<file path="config.mk">
export PLATFORM = sky130hd
export DESIGN_NAME = rdout_serializer
export DESIGN_NICKNAME = d
export VERILOG_FILES = /design/src/rtl/rdout_pkg.sv /design/src/rtl/rdout_edges.sv /design/src/rtl/rdout_capture.sv /design/src/rtl/rdout_shifter.sv /design/src/rtl/rdout_serializer.sv
export SDC_FILE = /design/constraint.sdc
export NUM_CORES = 1
export LEC_CHECK = 0
export CAP_MARGIN = 20
export CORE_ASPECT_RATIO = 1.25
export CORE_MARGIN = 4
export CORE_UTILIZATION = 52
export DETAILED_ROUTE_END_ITERATION = 12
export PLACE_DENSITY_LB_ADDON = 0.08
export SLEW_MARGIN = 10
export SYNTH_ARGS = -nofsm -noshare
export SYNTH_HDL_FRONTEND = slang
export SYNTH_HIERARCHICAL = 1
export SYNTH_SLANG_ARGS = --single-unit
export TNS_END_PERCENT = 50
</file>
<file path="constraint.sdc">
create_clock -name clk -period 2.74 [get_ports clk]
set_input_delay 0.548 -clock clk [delete_from_list [all_inputs] [get_ports clk]]
set_output_delay 0.548 -clock clk [all_outputs]
set_load 0.02 [all_outputs]
</file>
<file path="src/rtl/rdout_pkg.sv">
package rdout_pkg;

    localparam int WORD_W  = 24;
    localparam int CHAN_W  = 4;
    localparam int STAT_W  = 8;
    localparam int FRAME_W = WORD_W + STAT_W;

    typedef struct packed {
        logic              not_ready;
        logic [1:0]        rsvd;
        logic              parity;
        logic [CHAN_W-1:0] chan;
    } status_t;

    typedef struct packed {
        logic [WORD_W-1:0] word;
        status_t           stat;
    } frame_t;

    function automatic logic odd_ones(input logic [WORD_W-1:0] w);
        return ^w;
    endfunction

    function automatic status_t make_status(input logic nrdy,
                                            input logic [CHAN_W-1:0] ch,
                                            input logic par);
        status_t s;
        s.not_ready = nrdy;
        s.rsvd      = 2'b00;
        s.parity    = par;
        s.chan      = ch;
        return s;
    endfunction

endpackage

</file>
<file path="src/rtl/rdout_edges.sv">
module rdout_edges (
    input  logic clk,
    input  logic rst,
    input  logic sclk_i,
    input  logic cs_n_i,
    output logic sel_o,
    output logic fall_o
);
    logic sclk_q;

    always_ff @(posedge clk) begin
        if (rst) sclk_q <= 1'b1;
        else     sclk_q <= sclk_i;
    end

    assign fall_o = sclk_q & ~sclk_i;
    assign sel_o  = ~cs_n_i;

    // a falling edge is a single-cycle strobe
    a_r1_fall_single: assert property (@(posedge clk) disable iff (rst)
        fall_o |=> !fall_o);

endmodule

</file>
<file path="src/rtl/rdout_capture.sv">
module rdout_capture
    import rdout_pkg::*;
(
    input  logic              clk,
    input  logic              rst,
    input  logic              take_i,
    input  logic [WORD_W-1:0] word_i,
    input  logic              nrdy_i,
    input  logic [CHAN_W-1:0] chan_i,
    input  logic              par_en_i,
    input  logic              sta_en_i,
    output frame_t            frame_o,
    output logic              long_o
);
    frame_t frame_q;
    logic   long_q;
    logic   par_d;

    assign par_d = par_en_i & sta_en_i & odd_ones(word_i);

    always_ff @(posedge clk) begin
        if (rst) begin
            frame_q <= '0;
            long_q  <= 1'b0;
        end else if (take_i) begin
            frame_q.word <= word_i;
            frame_q.stat <= make_status(nrdy_i, chan_i, par_d);
            long_q       <= sta_en_i;
        end
    end

    assign frame_o = frame_q;
    assign long_o  = long_q;

    // captured data plus parity carry an even count of ones
    a_r3_even_total: assert property (@(posedge clk) disable iff (rst)
        (take_i && par_en_i && sta_en_i) |=>
            ((($countones(frame_q.word) + int'(frame_q.stat.parity)) % 2) == 0));

    // parity without status append yields a short frame and a zero parity bit
    a_r5_short_frame: assert property (@(posedge clk) disable iff (rst)
        (take_i && !sta_en_i) |=> (!long_q && !frame_q.stat.parity));

    // snapshot holds until the next selection
    a_r7_snapshot_hold: assert property (@(posedge clk) disable iff (rst)
        !take_i |=> $stable(frame_q));

endmodule

</file>
<file path="src/rtl/rdout_shifter.sv">
module rdout_shifter #(
    parameter int FRAME_W = 32,
    parameter int SHORT_W = 24
) (
    input  logic               clk,
    input  logic               rst,
    input  logic               sel_i,
    input  logic               fall_i,
    input  logic [FRAME_W-1:0] frame_i,
    input  logic               long_i,
    output logic               take_o,
    output logic               oe_o,
    output logic               sdo_o
);
    localparam int CNT_W = $clog2(FRAME_W + 1);

    logic             active_q;
    logic             sdo_q;
    logic [CNT_W-1:0] idx_q;
    logic [CNT_W-1:0] len;
    logic [FRAME_W-1:0] aligned;

    assign len     = long_i ? CNT_W'(FRAME_W) : CNT_W'(SHORT_W);
    assign aligned = frame_i << idx_q;
    assign take_o  = sel_i & ~active_q;

    always_ff @(posedge clk) begin
        if (rst || !sel_i) begin
            active_q <= 1'b0;
            idx_q    <= '0;
            sdo_q    <= 1'b0;
        end else if (!active_q) begin
            active_q <= 1'b1;
        end else if (fall_i) begin
            if (idx_q < len) begin
                sdo_q <= aligned[FRAME_W-1];
                idx_q <= idx_q + 1'b1;
            end else begin
                sdo_q <= 1'b0;
            end
        end
    end

    assign oe_o  = active_q;
    assign sdo_o = sdo_q;

    // deselect clears the enable and the counter on the next cycle
    a_r8_abort: assert property (@(posedge clk) disable iff (rst)
        !sel_i |=> (!oe_o && idx_q == '0 && !sdo_o));

    // the counter never runs past the frame length
    a_r1_idx_bound: assert property (@(posedge clk) disable iff (rst)
        active_q |-> (idx_q <= len));

    // edges past the end of the frame drive zero
    a_r5_tail_zero: assert property (@(posedge clk) disable iff (rst)
        (sel_i && active_q && fall_i && idx_q >= len) |=> !sdo_o);

endmodule

</file>
<file path="src/rtl/rdout_serializer.sv">
module rdout_serializer
    import rdout_pkg::*;
(
    input  logic              clk,
    input  logic              rst,
    input  logic [WORD_W-1:0] conv_word_i,
    input  logic              conv_nrdy_i,
    input  logic [CHAN_W-1:0] conv_chan_i,
    input  logic              par_en_i,
    input  logic              sta_en_i,
    input  logic              sclk_i,
    input  logic              cs_n_i,
    output logic              sdo_o,
    output logic              sdo_oe_o,
    output logic              drdy_o
);
    logic   sel;
    logic   fall;
    logic   take;
    logic   long_frame;
    frame_t frame;

    rdout_edges u_edges (
        .clk    (clk),
        .rst    (rst),
        .sclk_i (sclk_i),
        .cs_n_i (cs_n_i),
        .sel_o  (sel),
        .fall_o (fall)
    );

    rdout_capture u_capture (
        .clk      (clk),
        .rst      (rst),
        .take_i   (take),
        .word_i   (conv_word_i),
        .nrdy_i   (conv_nrdy_i),
        .chan_i   (conv_chan_i),
        .par_en_i (par_en_i),
        .sta_en_i (sta_en_i),
        .frame_o  (frame),
        .long_o   (long_frame)
    );

    rdout_shifter #(
        .FRAME_W (FRAME_W),
        .SHORT_W (WORD_W)
    ) u_shifter (
        .clk     (clk),
        .rst     (rst),
        .sel_i   (sel),
        .fall_i  (fall),
        .frame_i (frame),
        .long_i  (long_frame),
        .take_o  (take),
        .oe_o    (sdo_oe_o),
        .sdo_o   (sdo_o)
    );

    assign drdy_o = ~conv_nrdy_i & ~sdo_oe_o;

    // data-ready is never shown while a read is in progress
    a_r9_drdy_quiet: assert property (@(posedge clk) disable iff (rst)
        sdo_oe_o |-> !drdy_o);

    // outputs idle right after reset
    a_r10_reset_idle: assert property (@(posedge clk)
        rst |=> (!sdo_oe_o && !sdo_o));

endmodule

</file>
After elaboration in Yosys (flattened, before gate mapping)
Index checks and enable logic that the tools add are counted.
- shift-type cells: 1
- add/subtract/negate cells: 1
- divide/modulo/power cells: 0
- $mul: 0
- mux-type cells: 3
- reductions and logical operators: 4
- order comparisons: 1
- bitwise gates (word level): 9
- equal/unequal tests: 0
- operators by type and width (cell ; count):
    32-bit by 6-bit << shifter with 32-bit output ; 1
    24-bit parity ; 1
    6-bit by 1-bit adder with 6-bit output (second input constant) ; 1
    6-bit < comparator ; 1
    6-bit two-way mux ; 1
    1-bit bitwise AND ; 5
    1-bit NOT ; 4
    3-bit AND reduction ; 1
    1-bit two-way mux ; 2
    2-bit AND reduction ; 1
    1-bit logical OR ; 1
- word-level logic and storage cells: 28
- latch bits: 0
- output and inout port bits: 3
- register bits after elaboration: 40
- input port bits: 35
- bits in read-only memories: 0
- bits in writable memories: 0
- memories: 0

Logic depth before layout (Yosys ltp)
Gate-level depths: netlist of the first run.
- word-level depth: 3
- mapped depth: 8
- gate-level depth less buffers: 7

Cells and area by module
Netlist of the first run, hierarchy kept.
- modules (own cells, without submodules) (module ; instances ; sequential area each (sq um) ; cells an instance ; area each (sq um)):
    rdout_capture ; 1 ; 620.6 ; 126 ; 1310.0
    rdout_shifter ; 1 ; 160.2 ; 79 ; 705.7
    rdout_edges ; 1 ; 20.0 ; 4 ; 38.8
    rdout_serializer ; 1 ; 0.0 ; 1 ; 3.8

Worst setup path before layout of the first run
OpenSTA, ideal clock, no wires.
- path type: flip-flop to flip-flop
- start point: reg u_shifter.idx_q[4]
- end point: reg u_shifter.idx_q[5]
- stages on the path, launching flop included: 8
- buffers on the path: 1
- arrival time: 1.957 ns
- clock period less this slack: 2.027 ns
- data required time: 2.670 ns
- setup time: 0.070 ns
- setup slack: 0.713 ns
- path through: dfxtp_1 -> ha_1 -> o21a_1 -> o21ai_2 -> or3b_1 -> buf_2 -> or4_1 -> a21oi_1
- longest elaborated chain between the ends: 2
- elaborated cells on any way between the ends: 3
- classes of those cells: 1 x add/sub; 1 x order compare; 1 x reduce/logical
- ends and longest elaborated chain (what ; line ; RTL):
    start, declared ; rdout_shifter.sv:19 ; logic [CNT_W-1:0] idx_q;
    start signal, assigned ; rdout_shifter.sv:37 ; idx_q <= idx_q + 1'b1;
    6-bit < comparator ; rdout_shifter.sv:35 ; if (idx_q < len) begin
    3-bit AND reduction (no line) ; -- ;
Parallel ways exist; a longest one is shown, timed or not.
A chain may end at the register's enable or synchronous reset.

Worst setup path after layout of the first run
- start point: in sclk_i
- end point: reg u_shifter.idx_q[5]
- longest elaborated chain between the ends: 3
- ends and longest elaborated chain (what ; line ; RTL):
    start, declared ; rdout_serializer.sv:11 ; input logic sclk_i,
    1-bit NOT ; rdout_edges.sv:16 ; assign fall_o = sclk_q & ~sclk_i;
    1-bit bitwise AND ; rdout_edges.sv:16 ;
    via fall ; rdout_serializer.sv:18 ; logic fall;
    3-bit AND reduction (no line) ; -- ;
The timed path passes the listed nets, and every way through them passes these cells.

==> results.cfg, run 1 <==
[run_status]
status = finished clean

[final_layout]
final_nets = 281
syn_to_final_growth_pct = 25.59
antenna_cells = 0
fillers = 339
drive_gt1_share_pct = 8.607
multi_input_area_sq_um = 1171
seq_area_sq_um = 800.8

[sta]
max_slew.worst_pin.slew_ns = 0.7360
whs_ns = 0.4758
fmax_mhz = 449.7
post-route-period-util_pct = 81.15
setup_viol = 0
slew_headroom_pct = 50.87
setup_tns_ns = 0
fin_worst_skew_ns = 0.004183
rsz0062_at_grt = no
period_minus_slack_ns = 2.224
finalMaxSlewViolations = 0
hold_violations = 0
fin_ws_ns = 0.5165

[worst_setup_path]
reg2reg_depth = 6
critPathArrivalTime_ns = 2.45
required_ns = 2.96
worstSetupEndpointType = register
crit_path_start_kind = input port
crit_chain = clkdlybuf4s50_1 -> and2b_2 -> nand2_1 -> or3b_1 -> or4_1 -> a21oi_1
crit_path_end = u_shifter/idx_q[5]$_SDFFE_PN0P_
worstSetupPathType = input port to register
critPathMaxFanout = 6
slowest_stage = or4_1
worst-path-buf-inv = 1
r2r-start = u_shifter/idx_q[4]$_SDFFE_PN0P_
crit_start = sclk_i
max_stage_delay_ns = 0.53
rrSetupSlack_ns = 0.56
crit_family = simple AND/OR/NAND/NOR gates
worstReg2RegEnd = u_shifter/idx_q[5]$_SDFFE_PN0P_
cp.depth = 6

[cts]
holdBufCountCts = 0
htreeDepth = 2
cts.clk_slew.worst_paths_ns = 0.07
cts_num_sinks = 40
cts_tree = done
cts_setup_buffers = 0
insertion_delay_ns = 0.29
clock-root-buffer = clkbuf_8
cts_buffers = 5
cts_resized = 0
clock_path_buffers = 2

[floorplan]
rows = 25
start_util_pct = 53.93
die_area_sq_um = 5035
die_h_um = 78.34
core_area_sq_um = 3816
die_x_um = 64.27
ios = 38

[placed_design]
pre_cts_ws_ns = 0.2348
hpwl_um = 3292
gp_congestion = 0.8257
io_buffer_count = 37

[power]
p_leak_nw = 0.9713
ir_worst_vdd_mv = 0.5653
power_density_nw_per_um2 = 541.7

[detailed_routing]
post-route-drc-count = 0
route.antenna.remaining_nets = 0
wire_per_inst_um = 14.55
via_per_inst = 5.322
wirelength_um = 4337
vias = 1586
drtIter0Drc = 105
first_pass_iters = 4

[yosys]
synth-simple-area-share_pct = 14.22
synth_compound_area_share_pct = 5.957
yosysTopAreaCell = dfxtp_1
postSynthCellCount = 210
synth_xor_area_share_pct = 11.31
synth-main-ff-cell = dfxtp_1
synth_area_leaders = dfxtp_1 39%, mux2i_1 18%, xnor2_1 8.5%, nor2_1 7.1%, mux4_2 4.4%
async_reset_ff_share_pct = 0
ys_warn_count = 6
syn_area_sq_um = 2058
synth_top_family_by_area = multiplexers
synth-adder-area-share_pct = 1.824
synthDistinctLibCells = 38
synth-seq-cells = 40
syn_area_per_cell_sq_um = 9.801
synthMuxAreaShare_pct = 22.86
synth_top_cell_area_share_pct = 38.91
synth_edf_count = 0
ys_seq_area_share_pct = 38.91

[global_route]
grt_usage_pct = 18.54
grt_pass1_wl_um = 7362
grt_start_max_net_pins = 34
antenna_found_initial = 0
grt_overflow_total = 0
grt_pass1_vias = 1635

[flow_run]
maxCapViolCount = 0

[hold_path]
hp-class = register to register
## report_power, final
group | switching, mW | total (mW) | internal [mW]
clock network | 0.193 | 0.515 | 0.321
logic | 0.101 | 0.256 | 0.155
registers | 0.0184 | 0.629 | 0.611
## synth_stat cells (all sizes together) (2+ instances only)
library cell / count
dfxtp: 40
nor2: 39
mux2i: 38
xnor2: 20
buf: 8
clkbuf: 7
inv: 7
mux4: 4
nand2: 4
xor2: 4
ha: 3
o21ai: 3
or4: 3
a2111oi: 2
a21oi: 2
a311oi: 2
nand3: 2
nand4b: 2
nor2b: 2
nor4: 2
o31ai: 2
o32ai: 2
## cells by family (layout without fill, tap and decap cells)
kind of cell               after synthesis  after routing
and+or+nand+nor                         61             61
DFF                                     40             40
xor gates and xnor gates                25             25
muxes                                   42             42
AOI/OAI and AO/OA                       16             16
buffers and inverters                   22             55
other                                    1              2
adders and majority gates                3              3
## layout by cell type, fill, tap and decap left out, drive strengths merged, types with 4 or more instances in the layout
| cell type | synthesis | layout |
|---|---|---|
| xnor2 | 20 | 20 |
| nor2 | 39 | 39 |
| mux4 | 4 | 4 |
| xor2 | 4 | 4 |
| nand2 | 4 | 4 |
| clkdlybuf4s50 | 0 | 37 |
| mux2i | 38 | 38 |
| dfxtp | 40 | 40 |
| inv | 7 | 7 |
| clkbuf | 7 | 7 |
## worst min path at each step
stage | start | end | slack, ns | cells after the start
after detailed placement | u_capture/frame_o[4]$_SDFFE_PP0P_ | u_capture/frame_o[4]$_SDFFE_PP0P_ | 0.47 | 2
final | u_capture/frame_o[4]$_SDFFE_PP0P_ | u_capture/frame_o[4]$_SDFFE_PP0P_ | 0.48 | 2
after global placement | u_capture/frame_o[4]$_SDFFE_PP0P_ | u_capture/frame_o[4]$_SDFFE_PP0P_ | 0.46 | 2
after global routing | u_capture/frame_o[4]$_SDFFE_PP0P_ | u_capture/frame_o[4]$_SDFFE_PP0P_ | 0.50 | 2
after CTS | u_capture/frame_o[4]$_SDFFE_PP0P_ | u_capture/frame_o[4]$_SDFFE_PP0P_ | 0.48 | 2
after floorplan | u_capture/frame_o[4]$_SDFFE_PP0P_ | u_capture/frame_o[4]$_SDFFE_PP0P_ | 0.45 | 2
## sequential cells by signal, indices dropped and copies added (netlist names)
name,flops
u_capture/frame_o,30
u_capture/long_o,1
u_edges/sclk_q,1
u_shifter/idx_q,6
u_shifter/oe_o,1
u_shifter/sdo_o,1
## metal layers
metal  vias up  wire (um)  global-route usage (%)
met5         -          0                       0
met4         0         56                   7.822
met3         7        203                   4.149
met2        36       2362                   33.78
met1       749       1714                   20.36
li1        794          -                       -
## through the flow
| stage | cells | instance area [sq um] | util [%] | power [mW] |
|---|---|---|---|---|
| after floorplan | 211 | 2062 | - | 0.8073 |
| after global placement | 290 | 2459 | 64.43 | 0.8927 |
| after detailed placement | 290 | 2459 | 64.43 | 0.9008 |
| after CTS | 298 | 2585 | 67.74 | 1.417 |
| after global routing | 298 | 2585 | 67.74 | 1.465 |
| final | 298 | 2585 | 67.74 | 1.400 |
## worst register-to-register path, delay by kind of cell (launching register included)
family / cells / cell delay, ns
AOI/OAI and AO/OA: 3 / 0.42
DFF: 1 / 0.44
and+or+nand+nor: 2 / 1.00
adders and majority gates: 1 / 0.27
## cell type report
class                           instances  area share (%)
Tap cell                               54           2.614
Multi-Input combinational cell        149           45.30
Inverter                                7           1.016
Sequential cell                        40           30.98
Timing Repair Buffer                   40           15.20
Clock inverter                          1           1.162
Clock buffer                            7           3.727
Note: power is estimated with default switching activity, not from simulation.
==> run 2, diff against run 1 <==
--- a/config.mk
+++ b/config.mk
@@ -8,7 +8,7 @@
 export CAP_MARGIN = 20
 export CORE_ASPECT_RATIO = 1.25
 export CORE_MARGIN = 4
-export CORE_UTILIZATION = 52
+export CORE_UTILIZATION = 47
 export DETAILED_ROUTE_END_ITERATION = 12
 export PLACE_DENSITY_LB_ADDON = 0.08
 export SLEW_MARGIN = 10
==> constraint.sdc (replaced) <==
create_clock -name clk -period 1.9 [get_ports clk]
set_input_delay 0.38 -clock clk [delete_from_list [all_inputs] [get_ports clk]]
set_output_delay 0.38 -clock clk [all_outputs]
set_load 0.02 [all_outputs]
==> run 2 against run 1 <==
  * Combinational power grew 54%
  * Flip-flop and latch count is the same
  * Largest cell class unchanged
  * Count of clock-buffer cells in the layout shrank 1
  * Critical path type is now register to register
  * Global-route usage grew 0.15 points
  * Hold slack gained 0.0056 ns
  * Via count grew 1.8%
  * Critical path depth is the same
  * Die area grew 9.4%
  * Clock skew grew 0.00077 ns
  * Sequential power grew 44%
==> results.cfg, run 2 (same netlist as run 1, synthesis figures left out) <==
[power]
p_leak_nw = 1.029
p_total_mw = 1.826
power_density_nw_per_um2 = 678.3
ir_worst_vdd_mv = 0.4681

[floorplan]
start_util_pct = 49.43
core_area_sq_um = 4164
die_area_sq_um = 5509
die_x_um = 67.19
rows = 26
ios = 38
die_h_um = 81.99

[sta]
fin_worst_skew_ns = 0.004948
post-route-period-util_pct = 96.31
fin_ws_ns = 0.07012
whs_ns = 0.4813
slew_headroom_pct = 66.50
setup_viol = 0
hold_violations = 0
fmax_mhz = 546.5
finalMaxSlewViolations = 0
max_slew.worst_pin.slew_ns = 0.4899
period_minus_slack_ns = 1.830
setup_tns_ns = 0

[final_layout]
fillers = 369
final_cell_mix = 39 x nor2_1, 38 x mux2i_1, 36 x clkdlybuf4s50_1, 36 x dfxtp_1, 20 x xnor2_1
final_util_pct = 64.66
largest_reg_flops = 30
multi_input_area_sq_um = 1205
syn_to_final_growth_pct = 30.82
seq_area_sq_um = 808.3
final_common_cell = nor2_1
drive_gt1_share_pct = 16.41
antenna_cells = 0
fin_area_sq_um = 2693
final_cells = 312
final_nets = 294

[worst_setup_path]
max_stage_delay_ns = 0.42
rrSetupSlack_ns = 0.07
crit_path_start_kind = register
critPathArrivalTime_ns = 2.06
required_ns = 2.13
worstReg2RegEnd = u_shifter/idx_q[5]$_SDFFE_PN0P_
slowest_stage = or4_4
critPathMaxFanout = 4
reg2reg_depth = 6
worstSetupPathType = register to register
worstSetupEndpointType = register
r2r-start = u_shifter/idx_q[4]$_SDFFE_PN0P_
crit_chain = ha_4 -> o21a_1 -> o21ai_2 -> or3b_4 -> or4_4 -> a21oi_2

[detailed_routing]
via_per_inst = 5.173
wire_per_inst_um = 14.62
vias = 1614
drtIter0Drc = 77
post-route-drc-count = 0
route.antenna.remaining_nets = 0
first_pass_iters = 4
wirelength_um = 4560

[placed_design]
io_buffer_count = 37
gp_congestion = 0.8917
placed_area_sq_um = 2572
hpwl_um = 3465
pre_cts_ws_ns = -0.2213
dpl.cell_count = 305

[global_route]
grt_pass1_vias = 1636
grt_overflow_total = 0
grt_start_max_net_pins = 34
antenna_found_initial = 0
grt_pass1_wl_um = 7645
grt_usage_pct = 18.70

[cts]
htreeDepth = 2
cts_num_sinks = 40
clock_path_buffers = 2
clock-root-buffer = clkbuf_8
cts_buffers = 5
holdBufCountCts = 0
cts.clk_slew.worst_paths_ns = 0.07
insertion_delay_ns = 0.29
cts_tree = done
cts_setup_buffers = 0

[hold_path]
hold_start = u_capture/frame_o[4]$_SDFFE_PP0P_
whs_path_depth = 2
min_to = u_capture/frame_o[4]$_SDFFE_PP0P_
hp-class = register to register

[flow_run]
maxCapViolCount = 0

[run_status]
status = finished clean
-- run 2: worst max path at each step --
stage	slack, ns	to	cells after the start	from
after global placement	-0.13	u_shifter/idx_q[5]$_SDFFE_PN0P_	6	sclk_i
after global routing	-0.12	u_shifter/sdo_o$_SDFFE_PN0P_	7	sclk_i
final	0.07	u_shifter/idx_q[5]$_SDFFE_PN0P_	6	u_shifter/idx_q[4]$_SDFFE_PN0P_
after detailed placement	-0.22	u_shifter/sdo_o$_SDFFE_PN0P_	8	sclk_i
after CTS	0.006	u_shifter/idx_q[5]$_SDFFE_PN0P_	6	u_capture/long_o$_SDFFE_PP0P_
after floorplan	-0.03	u_shifter/idx_q[5]$_SDFFE_PN0P_	7	u_shifter/idx_q[4]$_SDFFE_PN0P_
-- run 2: area by class of cell --
class                           instances  share of cell area [%]
Timing Repair Buffer                   53                   18.77
Clock inverter                          1                  0.1859
Sequential cell                        40                   30.02
Tap cell                               56                   2.602
Multi-Input combinational cell        149                   44.75
Clock buffer                            6                   2.695
Inverter                                7                  0.9758
-- run 2: metal layers --
| layer | up-vias | global-route usage [%] | wire (um) |
|---|---|---|---|
| li1 | 818 | - | - |
| met1 | 749 | 23.01 | 1941 |
| met2 | 35 | 30.68 | 2288 |
| met3 | 12 | 4.788 | 189 |
| met4 | 0 | 7.911 | 140 |
| met5 | - | 0 | 0 |
-- run 2: critical path, delay by kind of cell, from the launching register on --
kind	cells	cell delay, ns
adders and majority gates	1	0.22
and+or+nand+nor	2	0.83
DFF	1	0.34
AOI/OAI and AO/OA	3	0.36
-- run 2: timing repair --
item | CTS | global route
endpoints found under the hold margin | 0 | 0
pin swaps | 0 | 3
resized for setup | 2 | 10
setup endpoints to repair | 2 | 4
-- run 2: power breakdown --
part,internal [mW],switching (mW),leakage (nW)
Clock,0.249,0.277,0.0410
Sequential,0.881,0.0252,0.330
Combinational,0.238,0.156,0.658
Total,1.37,0.458,1.03
